<file path="config.mk">
export PLATFORM = sky130hd
export DESIGN_NAME = oneshot_delay_irq
export DESIGN_NICKNAME = d
export VERILOG_FILES = /design/src/rtl/oneshot_delay_irq_pkg.sv /design/src/rtl/oneshot_delay_irq_ctrl.sv /design/src/rtl/oneshot_delay_irq_dp.sv /design/src/rtl/oneshot_delay_irq.sv
export SDC_FILE = /design/constraint.sdc
export NUM_CORES = 1
export LEC_CHECK = 0
export BUFFER_PORTS_ARGS = -buffer_cell sky130_fd_sc_hd__buf_2
export CAP_MARGIN = 25
export CORE_ASPECT_RATIO = 0.9
export CORE_MARGIN = 5
export CORE_UTILIZATION = 46
export CTS_BUF_LIST = sky130_fd_sc_hd__clkbuf_4
export CTS_CLUSTER_DIAMETER = 60
export CTS_CLUSTER_SIZE = 10
export DETAILED_ROUTE_END_ITERATION = 16
export HOLD_SLACK_MARGIN = 0.05
export PLACE_DENSITY = 0.88
export SYNTH_ARGS = -nofsm -noshare
export SYNTH_HDL_FRONTEND = slang
export SYNTH_SLANG_ARGS = --single-unit
</file>
<file path="constraint.sdc">
create_clock -name clk -period 3.05 [get_ports clk]
set_input_delay 0.305 -clock clk [delete_from_list [all_inputs] [get_ports clk]]
set_output_delay 0.305 -clock clk [all_outputs]
set_load 0.03 [all_outputs]
</file>
<file path="src/rtl/oneshot_delay_irq_pkg.sv">
package oneshot_delay_irq_pkg;

  // Field positions that software decodes
  localparam int MAX_LSB   = 0;
  localparam int START_POS = 8;
  localparam int CNT_LSB   = 16;
  localparam int DONE_POS  = 24;

  // Strobes from control to datapath
  typedef struct packed {
    logic loadMax;
    logic clrCount;
    logic incCount;
    logic fire;
  } dpStrobe_t;

endpackage

</file>
<file path="src/rtl/oneshot_delay_irq_ctrl.sv">
module oneshot_delay_irq_ctrl
  import oneshot_delay_irq_pkg::*;
#(
  parameter int ADDR_W     = 12,
  parameter int REG_OFFSET = 'h120
) (
  input  logic              clk,
  input  logic              rstN,
  input  logic [ADDR_W-1:0] regAddr,
  input  logic              regWrEn,
  input  logic              wrStart,
  input  logic              cntAtMax,
  output dpStrobe_t         strobe,
  output logic              startBit,
  output logic              irqPulse
);

  typedef enum logic {ST_IDLE, ST_RUN} ctrlState_t;

  ctrlState_t state, stateNext;
  logic       wrHit;

  assign wrHit    = regWrEn && (regAddr == ADDR_W'(REG_OFFSET));
  assign startBit = (state == ST_RUN);

  always_comb begin
    stateNext      = state;
    strobe         = '0;
    strobe.loadMax = wrHit;
    unique case (state)
      ST_IDLE: begin
        if (wrHit && wrStart) begin
          stateNext       = ST_RUN;
          strobe.clrCount = 1'b1;
        end
      end
      ST_RUN: begin
        if (wrHit && !wrStart) begin
          stateNext = ST_IDLE;          // cancel, no trigger
        end else if (cntAtMax) begin
          stateNext   = ST_IDLE;        // self-clear on trigger
          strobe.fire = 1'b1;
        end else begin
          strobe.incCount = 1'b1;
        end
      end
      default: stateNext = ST_IDLE;
    endcase
  end

  always_ff @(posedge clk) begin
    if (!rstN) begin
      state    <= ST_IDLE;
      irqPulse <= 1'b0;
    end else begin
      state    <= stateNext;
      irqPulse <= strobe.fire;
    end
  end

  p_irq_single_r4: assert property (@(posedge clk) disable iff (!rstN)
    irqPulse |=> !irqPulse);

  p_start_cleared_r5: assert property (@(posedge clk) disable iff (!rstN)
    irqPulse |-> !startBit);

  p_cancel_quiet_r8: assert property (@(posedge clk) disable iff (!rstN)
    (wrHit && startBit && !wrStart) |=> (!irqPulse && !startBit));

  p_rerun_no_restart_r10: assert property (@(posedge clk) disable iff (!rstN)
    (wrHit && startBit && wrStart) |-> !strobe.clrCount);

endmodule

</file>
<file path="src/rtl/oneshot_delay_irq_dp.sv">
module oneshot_delay_irq_dp
  import oneshot_delay_irq_pkg::*;
#(
  parameter int CNT_W     = 8,
  parameter int MAX_RESET = 'hFF
) (
  input  logic             clk,
  input  logic             rstN,
  input  dpStrobe_t        strobe,
  input  logic [CNT_W-1:0] wrMax,
  output logic             cntAtMax,
  output logic [CNT_W-1:0] maxVal,
  output logic [CNT_W-1:0] cntVal,
  output logic             doneFlag
);

  logic [CNT_W-1:0] maxReg, cntReg;
  logic             doneReg;

  always_ff @(posedge clk) begin
    if (!rstN) begin
      maxReg  <= CNT_W'(MAX_RESET);
      cntReg  <= '0;
      doneReg <= 1'b0;
    end else begin
      if (strobe.loadMax) maxReg <= wrMax;
      if (strobe.clrCount)      cntReg <= '0;
      else if (strobe.incCount) cntReg <= cntReg + 1'b1;
      if (strobe.clrCount)  doneReg <= 1'b0;
      else if (strobe.fire) doneReg <= 1'b1;
    end
  end

  assign cntAtMax = (cntReg == maxReg);
  assign maxVal   = maxReg;
  assign cntVal   = cntReg;
  assign doneFlag = doneReg;

  p_count_step_r3: assert property (@(posedge clk) disable iff (!rstN)
    strobe.incCount |=> (cntReg == CNT_W'($past(cntReg) + 1'b1)));

  p_count_clear_r3: assert property (@(posedge clk) disable iff (!rstN)
    strobe.clrCount |=> (cntReg == '0 && !doneReg));

  p_done_set_r6: assert property (@(posedge clk) disable iff (!rstN)
    strobe.fire |=> doneReg);

  p_done_hold_r6: assert property (@(posedge clk) disable iff (!rstN)
    (!strobe.clrCount && !strobe.incCount) |=> ($stable(cntReg) && (doneReg || !$past(doneReg))));

endmodule

</file>
<file path="src/rtl/oneshot_delay_irq.sv">
module oneshot_delay_irq
  import oneshot_delay_irq_pkg::*;
#(
  parameter int ADDR_W     = 12,
  parameter int REG_OFFSET = 'h120,
  parameter int CNT_W      = 8,
  parameter int MAX_RESET  = 'hFF
) (
  input  logic              clk,
  input  logic              rstN,
  input  logic [ADDR_W-1:0] regAddr,
  input  logic              regWrEn,
  input  logic [31:0]       regWrData,
  output logic [31:0]       regRdData,
  output logic              irqPulse
);

  dpStrobe_t        strobe;
  logic             startBit, cntAtMax, doneFlag;
  logic [CNT_W-1:0] maxVal, cntVal;
  logic             rdHit;

  oneshot_delay_irq_ctrl #(
    .ADDR_W    (ADDR_W),
    .REG_OFFSET(REG_OFFSET)
  ) u_ctrl (
    .clk     (clk),
    .rstN    (rstN),
    .regAddr (regAddr),
    .regWrEn (regWrEn),
    .wrStart (regWrData[START_POS]),
    .cntAtMax(cntAtMax),
    .strobe  (strobe),
    .startBit(startBit),
    .irqPulse(irqPulse)
  );

  oneshot_delay_irq_dp #(
    .CNT_W    (CNT_W),
    .MAX_RESET(MAX_RESET)
  ) u_dp (
    .clk     (clk),
    .rstN    (rstN),
    .strobe  (strobe),
    .wrMax   (regWrData[MAX_LSB +: CNT_W]),
    .cntAtMax(cntAtMax),
    .maxVal  (maxVal),
    .cntVal  (cntVal),
    .doneFlag(doneFlag)
  );

  assign rdHit = (regAddr == ADDR_W'(REG_OFFSET));

  always_comb begin
    regRdData = '0;
    if (rdHit) begin
      regRdData[MAX_LSB +: CNT_W] = maxVal;
      regRdData[START_POS]        = startBit;
      regRdData[CNT_LSB +: CNT_W] = cntVal;
      regRdData[DONE_POS]         = doneFlag;
    end
  end

endmodule

</file>
==> results of run 1 <==
-- path summary, 6_finish.rpt --
kind	startpoint	endpoint	slack [ns]	cells past startpoint
setup / recovery	regAddr[1]	regRdData[1]	0.85	5
hold / removal	regWrData[6]	u_dp.maxVal[6]	0.22	3
setup reg to reg	u_dp.cntVal[2]	u_dp.cntVal[5]	1.46	5
hold reg to reg	u_dp.doneFlag	u_dp.doneFlag	0.49	2
-- cell families after synthesis --
| kind of cell | after synthesis | synth area share [%] |
|---|---|---|
| AOI/OAI and AO/OA | 19 | 9.27 |
| xor gates and xnor gates | 8 | 5.97 |
| adders and majority gates | 1 | 1.07 |
| buffers and inverters | 23 | 12.2 |
| DFF | 19 | 32.4 |
| muxes | 1 | 0.853 |
| other | 1 | 0.320 |
| and+or+nand+nor | 79 | 38.0 |
-- worst max-delay path: stages --
cell and delay [ns]:
buf_2 0.10, nor4b_1 0.37, and3_1 0.70, and2_1 0.22, buf_2 0.19
-- registers in the layout, summed over array words and instances (netlist names) --
name and cells:
u_ctrl.startBit 1, u_dp.cntVal 8, u_dp.maxVal 8, u_dp.doneFlag 1, u_ctrl.irqPulse 1
-- cell usage after synthesis --
cell type / instances / share of area, %
nand3_1: 21 / 9.0
dfxtp_1: 19 / 32
and2_1: 18 / 9.6
buf_4: 14 / 9.0
nand2_1: 14 / 4.5
a21oi_1: 8 / 3.4
xnor2_1: 8 / 6.0
clkbuf_1: 5 / 1.6
nand4_1: 5 / 2.7
o21ai_0: 5 / 2.1
or3_1: 4 / 2.1
and3_1: 3 / 1.6
buf_2: 3 / 1.3
o31ai_1: 3 / 1.9
or4_1: 3 / 1.9
nand2b_1: 2 / 1.1
nor2_1: 2 / 0.64
nor4_1: 2 / 1.1
nor4b_1: 2 / 1.5
a221oi_1: 1 / 0.75
conb_1: 1 / 0.32
ha_1: 1 / 1.1
inv_1: 1 / 0.32
mux2i_1: 1 / 0.85
nor2_2: 1 / 0.53
nor2b_1: 1 / 0.53
nor4b_2: 1 / 1.3
o21a_1: 1 / 0.64
o21ai_1: 1 / 0.43
-- power by group through the flow --
stage	sequential [mW]	clock [mW]	combinational (mW)
3_5_place_dp	0.254	0	0.0495
4_1_cts	0.248	0.134	0.0495
6_report	0.248	0.132	0.0502
2_1_floorplan	0.254	0	0.0453
3_3_place_gp	0.254	0	0.0485
5_1_grt	0.248	0.146	0.0539
-- through the flow --
step                      std cells  hold slack (ns)
after floorplan                 164            0.448
after global placement          212            0.468
after detailed placement        212            0.468
after CTS                       216            0.218
after global routing            216            0.209
final                           216            0.220
-- routing by layer --
| layer | GRT usage (%) | vias up | wire length (microns) |
|---|---|---|---|
| li1 | - | 578 | - |
| met1 | 17.7 | 517 | 1180 |
| met2 | 24.7 | 40 | 1230 |
| met3 | 5.62 | 6 | 182 |
| met4 | 4.15 | 0 | 31 |
| met5 | 0 | - | 0 |
-- cell type report --
cell class / instances / area, sq um / share of cell area, %
multi-input cells: 122 / 699 / 51.5
clock buffers: 3 / 22.5 / 1.66
flip-flops and latches: 19 / 380 / 28.0
well taps: 28 / 35.0 / 2.58
clock inverters: 1 / 7.51 / 0.552
inverters: 1 / 3.75 / 0.276
repair buffers: 42 / 210 / 15.5
==> metrics.csv, run 1 <==
stage;metric;value;unit
worst_hold_path;Hold/Removal Path Class;in2reg;
clock_network;root buffer cell;clkbuf_4;
power_and_ir_drop;Logic pwr share;11.7;%
flow_run;Max-Cap Viols;0;
power_and_ir_drop;Pwr Density;317;nW/um^2
clock_network;hold_buf cts;0;
place;Post-DP Area;1330;sq um
place;RD Place Congestion;0.819;
sta;worst slew pin tran;0.724;ns
cells_and_area;# diodes;0;
grt;pin count of the biggest net entering global routing;28;
power_and_ir_drop;Leakage;0.631;nW
critical_path;critical-path maximum fanout;27;
sta;Final setup viols;0;
place;dpl ws;0.844;ns
cells_and_area;area grow syn2layout;15.8;%
die;Core Region;2450;sq um
logic_synthesis;synth warn;0;
run_status;outcome;finished clean;
sta;Fmax achieved;454;MHz
power_and_ir_drop;Final Power;0.430;mW
clock_network;clk sinks;19;
routing;Detailed Routing Iterations Pass 1;4;
grt;initial antenna violation count;0;
clock_network;Clock transition at path regs;0.12;ns
cells_and_area;most frequent cells in the layout;42 x buf_2, 21 x nand3_1, 19 x dfxtp_1;
sta;Max Clock Skew;0.00945;ns
cells_and_area;final core utilization;55.5;%
sta;period utilisation layout;72.2;%
routing;Vias;1141;
grt;global-route wire length before repair;4460;microns
routing;Antenna Nets Post-Route;0;
sta;final worst slack;0.848;ns
die;Horiz. Die Dim;63.2;microns
clock_network;CTS tree;built;
logic_synthesis;cells after synthesis;151;
die;initial core utilization;48.0;%
power_and_ir_drop;P_int;0.312;mW
die;Die Y;57.9;microns
sta;final total negative setup slack;0;ns
routing;DR WL/cell;12.2;microns
routing;vias per std cell;5.28;
die;io pins;80;
clock_network;H-tree level count;1;
logic_synthesis;Post-Syn Area per Cell;7.77;sq um
critical_path;crit path kind;in2out;
cells_and_area;Layout fillers;237;
power_and_ir_drop;Net Sw Power;0.119;mW
logic_synthesis;register area share after synthesis;32.4;%
cells_and_area;share of cells above drive strength 1;25.5;%
sta;unrepaired setup endpoints after global routing;false;
grt;vias in the first global route;1047;
place;post-DP HPWL;2060;microns
clock_network;setup bufs post-CTS;0;
power_and_ir_drop;Peak VDD IR;324;uV
die;die area;3660;sq um
place;Port Buf Inserts;42;
power_and_ir_drop;switching share of total power;27.6;%
grt;GRT Util Overall;14.7;%
logic_synthesis;Mapped Area;1170;sq um
sta;fin. max-slew vios;0;
clock_network;clk_lat worst skew;0.30;ns
power_and_ir_drop;Seq pwr share;57.7;%
routing;Iter 0 DRT Violations;30;
routing;Remaining DRCs;0;
sta;max_slew headroom;51.8;%
die;# rows;17;
logic_synthesis;Distinct cells, synth;29;
critical_path;WP data required;2.74;ns
critical_path;CP Launch Type;primary input;
critical_path;Setup crit end kind;output pin;
clock_network;clk buf depth;2;
logic_synthesis;Yosys reg bits;19;
power_and_ir_drop;power share of the clock group;30.6;%
cells_and_area;commonest non-fill, non-tap cell in the layout;buf_2;
cells_and_area;nets;237;
grt;Overflow after GRT;0;
clock_network;cts repair resizes;0;
cells_and_area;post-route cell area;1360;sq um
routing;routed wire length;2630;microns
sta;fin crit period;2.20;ns
critical_path;Worst EP arrival;1.90;ns
sta;final hold violations;0;
clock_network;TritonCTS buffer count;3;
Note: power is estimated with default switching activity, not from simulation.
==> run 2: changes to the inputs <==
Settings changed: CORE_UTILIZATION 46 to 43, PLACE_DENSITY 0.88 to 0.83.
Clock period 3.05 ns to 2.08 ns, I/O delays scaled along.
==> metrics.csv, run 2 (synthesis results as in run 1) <==
stage;metric;value;unit;change
run_status;outcome;finished clean;;
clock_network;clk buf depth;2;;unchanged
grt;vias in the first global route;973;;-7.1%
die;die area;3880;sq um;+5.8%
routing;Antenna Nets Post-Route;0;;unchanged
routing;Detailed Routing Iterations Pass 1;5;;+1
critical_path;Setup crit end kind;output pin;;
power_and_ir_drop;power share of the clock group;31.4;%;+0.8 points
clock_network;H-tree level count;1;;unchanged
sta;fin. max-slew vios;0;;unchanged
die;initial core utilization;43.8;%;-4.2 points
critical_path;CP Launch Type;primary input;;
cells_and_area;most frequent cells in the layout;42 x buf_2, 21 x nand3_1, 19 x dfxtp_1;;
cells_and_area;area grow syn2layout;17.3;%;
sta;final total negative setup slack;0;ns;unchanged
sta;Fmax achieved;591;MHz;
cells_and_area;# diodes;0;;unchanged
worst_hold_path;worst hold path startpoint;regWrData[4];;
clock_network;TritonCTS buffer count;3;;unchanged
clock_network;clk sinks;19;;unchanged
die;Core Region;2680;sq um;+9.6%
cells_and_area;share of cells above drive strength 1;26.3;%;+0.78 points
die;Die Y;59.6;microns;+2.8%
clock_network;hold_buf cts;0;;unchanged
power_and_ir_drop;P_int;0.471;mW;+51%
clock_network;cts repair resizes;0;;unchanged
die;# rows;18;;+1
critical_path;RR Endpoint;u_dp.cntVal[0];;
cells_and_area;final core utilization;51.4;%;-4.2 points
die;io pins;80;;unchanged
place;RD Place Congestion;0.795;;-3.0%
sta;unrepaired setup endpoints after global routing;false;;
sta;Max Clock Skew;0.00697;ns;-0.00248 ns
critical_path;WP data required;1.87;ns;-0.87 ns
power_and_ir_drop;switching share of total power;26.1;%;-1.5 points
critical_path;Worst EP arrival;1.48;ns;-0.42 ns
sta;max_slew headroom;63.3;%;+12 points
place;Port Buf Inserts;42;;unchanged
grt;met2 usage;25.5;%;+0.77 points
routing;routed wire length;2760;microns;+5.1%
routing;Vias;1149;;+0.70%
power_and_ir_drop;Net Sw Power;0.166;mW;+40%
clock_network;clk_lat worst skew;0.30;ns;about the same
worst_hold_path;Hold/Removal Path Class;in2reg;;
power_and_ir_drop;Logic pwr share;11.5;%;-0.2 points
power_and_ir_drop;Peak VDD IR;352;uV;+8.7%
sta;worst slew pin tran;0.550;ns;-0.173 ns
sta;fin crit period;1.69;ns;
clock_network;setup bufs post-CTS;0;;unchanged
place;post-DP HPWL;2140;microns;+4.0%
grt;met1 Track Usage GR;16.8;%;-0.83 points
critical_path;critical-path maximum fanout;27;;unchanged
sta;final hold violations;0;;unchanged
grt;global-route wire length before repair;4300;microns;-3.6%
grt;pin count of the biggest net entering global routing;28;;unchanged
routing;DR WL/cell;12.6;microns;+3.1%
routing;vias per std cell;5.22;;-1.1%
grt;Most Used Layer, Global Route;met2;;
power_and_ir_drop;Leakage;0.645;nW;+2.2%
power_and_ir_drop;Pwr Density;463;nW/um^2;+46%
sta;period utilisation layout;81.3;%;
grt;initial antenna violation count;0;;unchanged
power_and_ir_drop;Seq pwr share;57.1;%;-0.6 points
sta;Final setup viols;0;;unchanged
clock_network;Clock transition at path regs;0.11;ns;about the same
clock_network;CTS tree;built;;
cells_and_area;nets;239;;+0.84%
routing;Iter 0 DRT Violations;30;;unchanged
critical_path;crit path kind;in2out;;
clock_network;root buffer cell;clkbuf_4;;
cells_and_area;Reg area;380;sq um;unchanged
die;Horiz. Die Dim;65.1;microns;+2.9%
critical_path;Reg2Reg Setup Slack;0.39;ns;-1.07 ns
routing;Remaining DRCs;0;;unchanged
grt;Overflow after GRT;0;;unchanged
critical_path;Worst Setup SP;regAddr[1];;
cells_and_area;commonest non-fill, non-tap cell in the layout;buf_2;;
cells_and_area;Layout fillers;280;;+18%
grt;GRT Util Overall;14.4;%;-0.36 points
critical_path;CP endpoint;regRdData[2];;
cells_and_area;multi-input logic area;699;sq um;unchanged
critical_path;worst flop-to-flop path startpoint;u_dp.cntVal[2];;
grt;GR met3 Demand/Resource;4.17;%;-1.4 points
flow_run;Max-Cap Viols;0;;unchanged
critical_path;cells on worst reg2reg path;5;;unchanged
==> run 2: cell types whose count changed in the layout (fill, tap and decap cells not counted) <==
| cell | before | now |
|---|---|---|
| clkinvlp_4 | 1 | 0 |
| buf_4 | 0 | 2 |
| clkbuf_4 | 3 | 4 |
==> run 2: power groups by stage <==
| stage | combinational, mW | sequential, mW | clock [mW] |
|---|---|---|---|
| 2_1_floorplan | 0.0665 | 0.372 | 0 |
| 3_3_place_gp | 0.0713 | 0.372 | 0 |
| 3_5_place_dp | 0.0727 | 0.372 | 0 |
| 4_1_cts | 0.0728 | 0.364 | 0.201 |
| 5_1_grt | 0.0791 | 0.364 | 0.223 |
| 6_report | 0.0733 | 0.364 | 0.200 |
==> run 2: how the worst min path moves through the flow <==
stage,end,slack [ns],cells past startpoint
2_1_floorplan,u_dp.maxVal[0],0.36,2
3_3_place_gp,u_dp.maxVal[1],0.44,3
3_5_place_dp,u_dp.maxVal[7],0.45,3
4_1_cts,u_dp.maxVal[7],0.13,3
5_1_grt,u_dp.maxVal[6],0.12,3
6_report,u_dp.maxVal[4],0.13,3
==> run 2: metal layers <==
layer | vias up | wire length, microns
li1 | 587 | -
met1 | 515 | 1180
met2 | 43 | 1360
met3 | 4 | 202
met5 | - | 0
met4 | 0 | 23
==> run 2: layout make-up <==
cell class	count	area share [%]
flip-flops and latches	19	27.6
multi-input cells	122	50.8
clock buffers	4	2.18
repair buffers	44	16.4
inverters	1	0.273
well taps	30	2.73
==> run 2: per-stage QoR <==
step	instances	total power [mW]	area (sq um)	hold WS, ns	worst slack [ns]
floorplan	164	0.438	1220	0.356	0.501
global placement	216	0.443	1350	0.441	0.384
detailed placement	216	0.445	1350	0.451	0.385
CTS	220	0.638	1380	0.135	0.373
global route	220	0.666	1380	0.119	0.216
finish	220	0.637	1380	0.131	0.388
==> run 2: worst max-delay path, cell delays in order <==
cell and delay, ns:
buf_2 0.10, nor4b_1 0.37, and3_1 0.21, buf_4 0.23, and2_1 0.16, buf_2 0.19
==> run 3: changes to the inputs <==
Settings changed: CORE_UTILIZATION 43 to 38, PLACE_DENSITY 0.83 to 0.77.
Clock period 2.08 ns to 1.5 ns, I/O delays scaled along.
==> metrics.csv, run 3 (synthesis results as in run 1) <==
stage;metric;value;unit;change
power_and_ir_drop;Logic pwr share;13.1;%;+1.6 points
critical_path;critical-path maximum fanout;14;;-48%
power_and_ir_drop;Peak VDD IR;526;uV;+50%
worst_hold_path;worst hold path startpoint;regWrData[3];;
die;io pins;80;;unchanged
grt;global-route wire length before repair;4610;microns;+7.2%
clock_network;root buffer cell;clkbuf_4;;
place;Port Buf Inserts;42;;unchanged
cells_and_area;final core utilization;54.5;%;+3.1 points
critical_path;crit path kind;reg2reg;;
die;die area;4300;sq um;+11%
critical_path;Worst Setup SP;u_dp.maxVal[1];;
sta;Max Clock Skew;0.00700;ns;+0.0000228 ns
critical_path;critical-path cell list;xnor2_2 > nand4_1 > nor2_2 > buf_12 > or4_4 > a21oi_2;;
critical_path;buffers plus inverters on the worst setup path;1;;-2
routing;Vias;1227;;+6.8%
place;Post-DP Area;1500;sq um;+12%
sta;fin crit period;1.47;ns;
routing;Remaining DRCs;0;;unchanged
power_and_ir_drop;Seq pwr share;56.0;%;-1.1 points
power_and_ir_drop;Leakage;0.777;nW;+20%
power_and_ir_drop;switching share of total power;26.5;%;+0.45 points
sta;Final setup viols;0;;unchanged
cells_and_area;commonest non-fill, non-tap cell in the layout;buf_2;;
critical_path;WP data required;1.74;ns;-0.13 ns
critical_path;worst flop-to-flop path startpoint;u_dp.maxVal[1];;
sta;period utilisation layout;98.0;%;
place;RD Place Congestion;0.786;;-1.1%
grt;vias in the first global route;1074;;+10%
clock_network;clk sinks;19;;unchanged
sta;final hold violations;0;;unchanged
die;Die Y;62.7;microns;+5.3%
clock_network;clk buf depth;2;;unchanged
critical_path;Crit path largest cell delay;0.51;ns;+0.14 ns
critical_path;Worst EP arrival;1.71;ns;+0.23 ns
critical_path;Setup crit end kind;register;;
critical_path;CP Launch Type;register;;
power_and_ir_drop;Pwr Density;547;nW/um^2;+18%
clock_network;Clock transition at path regs;0.11;ns;about the same
cells_and_area;Final Instance Count excl. Fillers;252;;+15%
cells_and_area;nets;259;;+8.4%
place;post-DP HPWL;2370;microns;+11%
grt;GRT Util Overall;13.4;%;-0.94 points
die;Core Region;3020;sq um;+13%
sta;Fmax achieved;680;MHz;
cells_and_area;most frequent cells in the layout;40 x buf_2, 22 x buf_4, 21 x nand3_1;;
routing;Antenna Nets Post-Route;0;;unchanged
cells_and_area;share of cells above drive strength 1;41.9;%;+16 points
routing;DR WL/cell;11.6;microns;-8.1%
clock_network;clk_lat worst skew;0.30;ns;about the same
routing;Iter 0 DRT Violations;50;;+67%
die;initial core utilization;38.9;%;-4.9 points
clock_network;H-tree level count;1;;unchanged
cells_and_area;area grow syn2layout;40.2;%;
sta;fin. max-slew vios;0;;unchanged
power_and_ir_drop;P_int;0.661;mW;+40%
grt;Overflow after GRT;0;;unchanged
routing;Detailed Routing Iterations Pass 1;4;;-1
cells_and_area;# diodes;0;;unchanged
cells_and_area;post-route cell area;1650;sq um;+20%
grt;pin count of the biggest net entering global routing;18;;-36%
die;Horiz. Die Dim;68.6;microns;+5.4%
clock_network;TritonCTS buffer count;3;;unchanged
clock_network;CTS tree;built;;
routing;routed wire length;2910;microns;+5.3%
run_status;outcome;finished clean;;
power_and_ir_drop;power share of the clock group;30.8;%;-0.6 points
flow_run;Max-Cap Viols;0;;unchanged
grt;initial antenna violation count;0;;unchanged
power_and_ir_drop;Net Sw Power;0.238;mW;+44%
critical_path;critical path's top delay family;simple AND/OR/NAND/NOR gates;;
routing;vias per std cell;4.87;;-6.8%
place;# placed instances;245;;+13%
critical_path;CP max-delay cell;or4_4;;
die;# rows;19;;+1
worst_hold_path;Hold/Removal Path Class;in2reg;;
sta;final total negative setup slack;0;ns;unchanged
sta;unrepaired setup endpoints after global routing;true;;
run 3: cell types whose count changed in the layout (fill, tap and decap cells not counted), sizes merged:
cell | before | now
buf | 44 | 64
run 3: worst min-delay path: stages:
cell and delay, ns:
buf_2 0.07, nand3_1 0.05, nand3_1 0.07
run 3: timing repair:
item	in CTS	in global routing
setup endpoints to repair	21	22
pin swaps	0	8
hold buffers	0	0
setup buffers	0	3
resized for setup	4	22
run 3: layout make-up:
type	count	area, sq um
multi-input combinational	122	771
tap	42	52.6
clock buffer	4	30.0
timing repair buffer	64	397
sequential	19	392
inverter	1	3.75
fill	295	1370
run 3: routing by layer:
layer  vias up  GRT usage, %  share of wire, %
li1        613             -                 -
met1       565          17.9                45
met2        47          21.5                47
met3         2          4.14               7.9
met4         0          1.74              0.34
met5         -             0                 0
run 3: power groups by stage:
stage                     registers, mW  clock network, mW  logic (mW)
final                             0.504              0.277       0.118
after global routing              0.504              0.310       0.126
after CTS                         0.504              0.281       0.107
after detailed placement          0.516                  0       0.104
after global placement            0.516                  0       0.103
after floorplan                   0.516                  0      0.0922
run 3: final timing paths:
path | endpoint | slack (ns) | cells after the start
worst max-delay path | u_dp.cntVal[5] | 0.03 | 6
worst min-delay path | u_dp.maxVal[3] | 0.08 | 3
worst max register to register | u_dp.cntVal[5] | 0.03 | 6
worst min register to register | u_dp.doneFlag | 0.48 | 2
run 3: stage by stage:
| step | hold slack [ns] | setup WS [ns] | power, mW |
|---|---|---|---|
| after floorplan | 0.298 | 0.0375 | 0.608 |
| after global placement | 0.388 | -0.0251 | 0.619 |
| after detailed placement | 0.392 | -0.0594 | 0.620 |
| after CTS | 0.0794 | 0.00632 | 0.893 |
| after global routing | 0.0781 | -0.0529 | 0.940 |
| final | 0.0822 | 0.0303 | 0.899 |
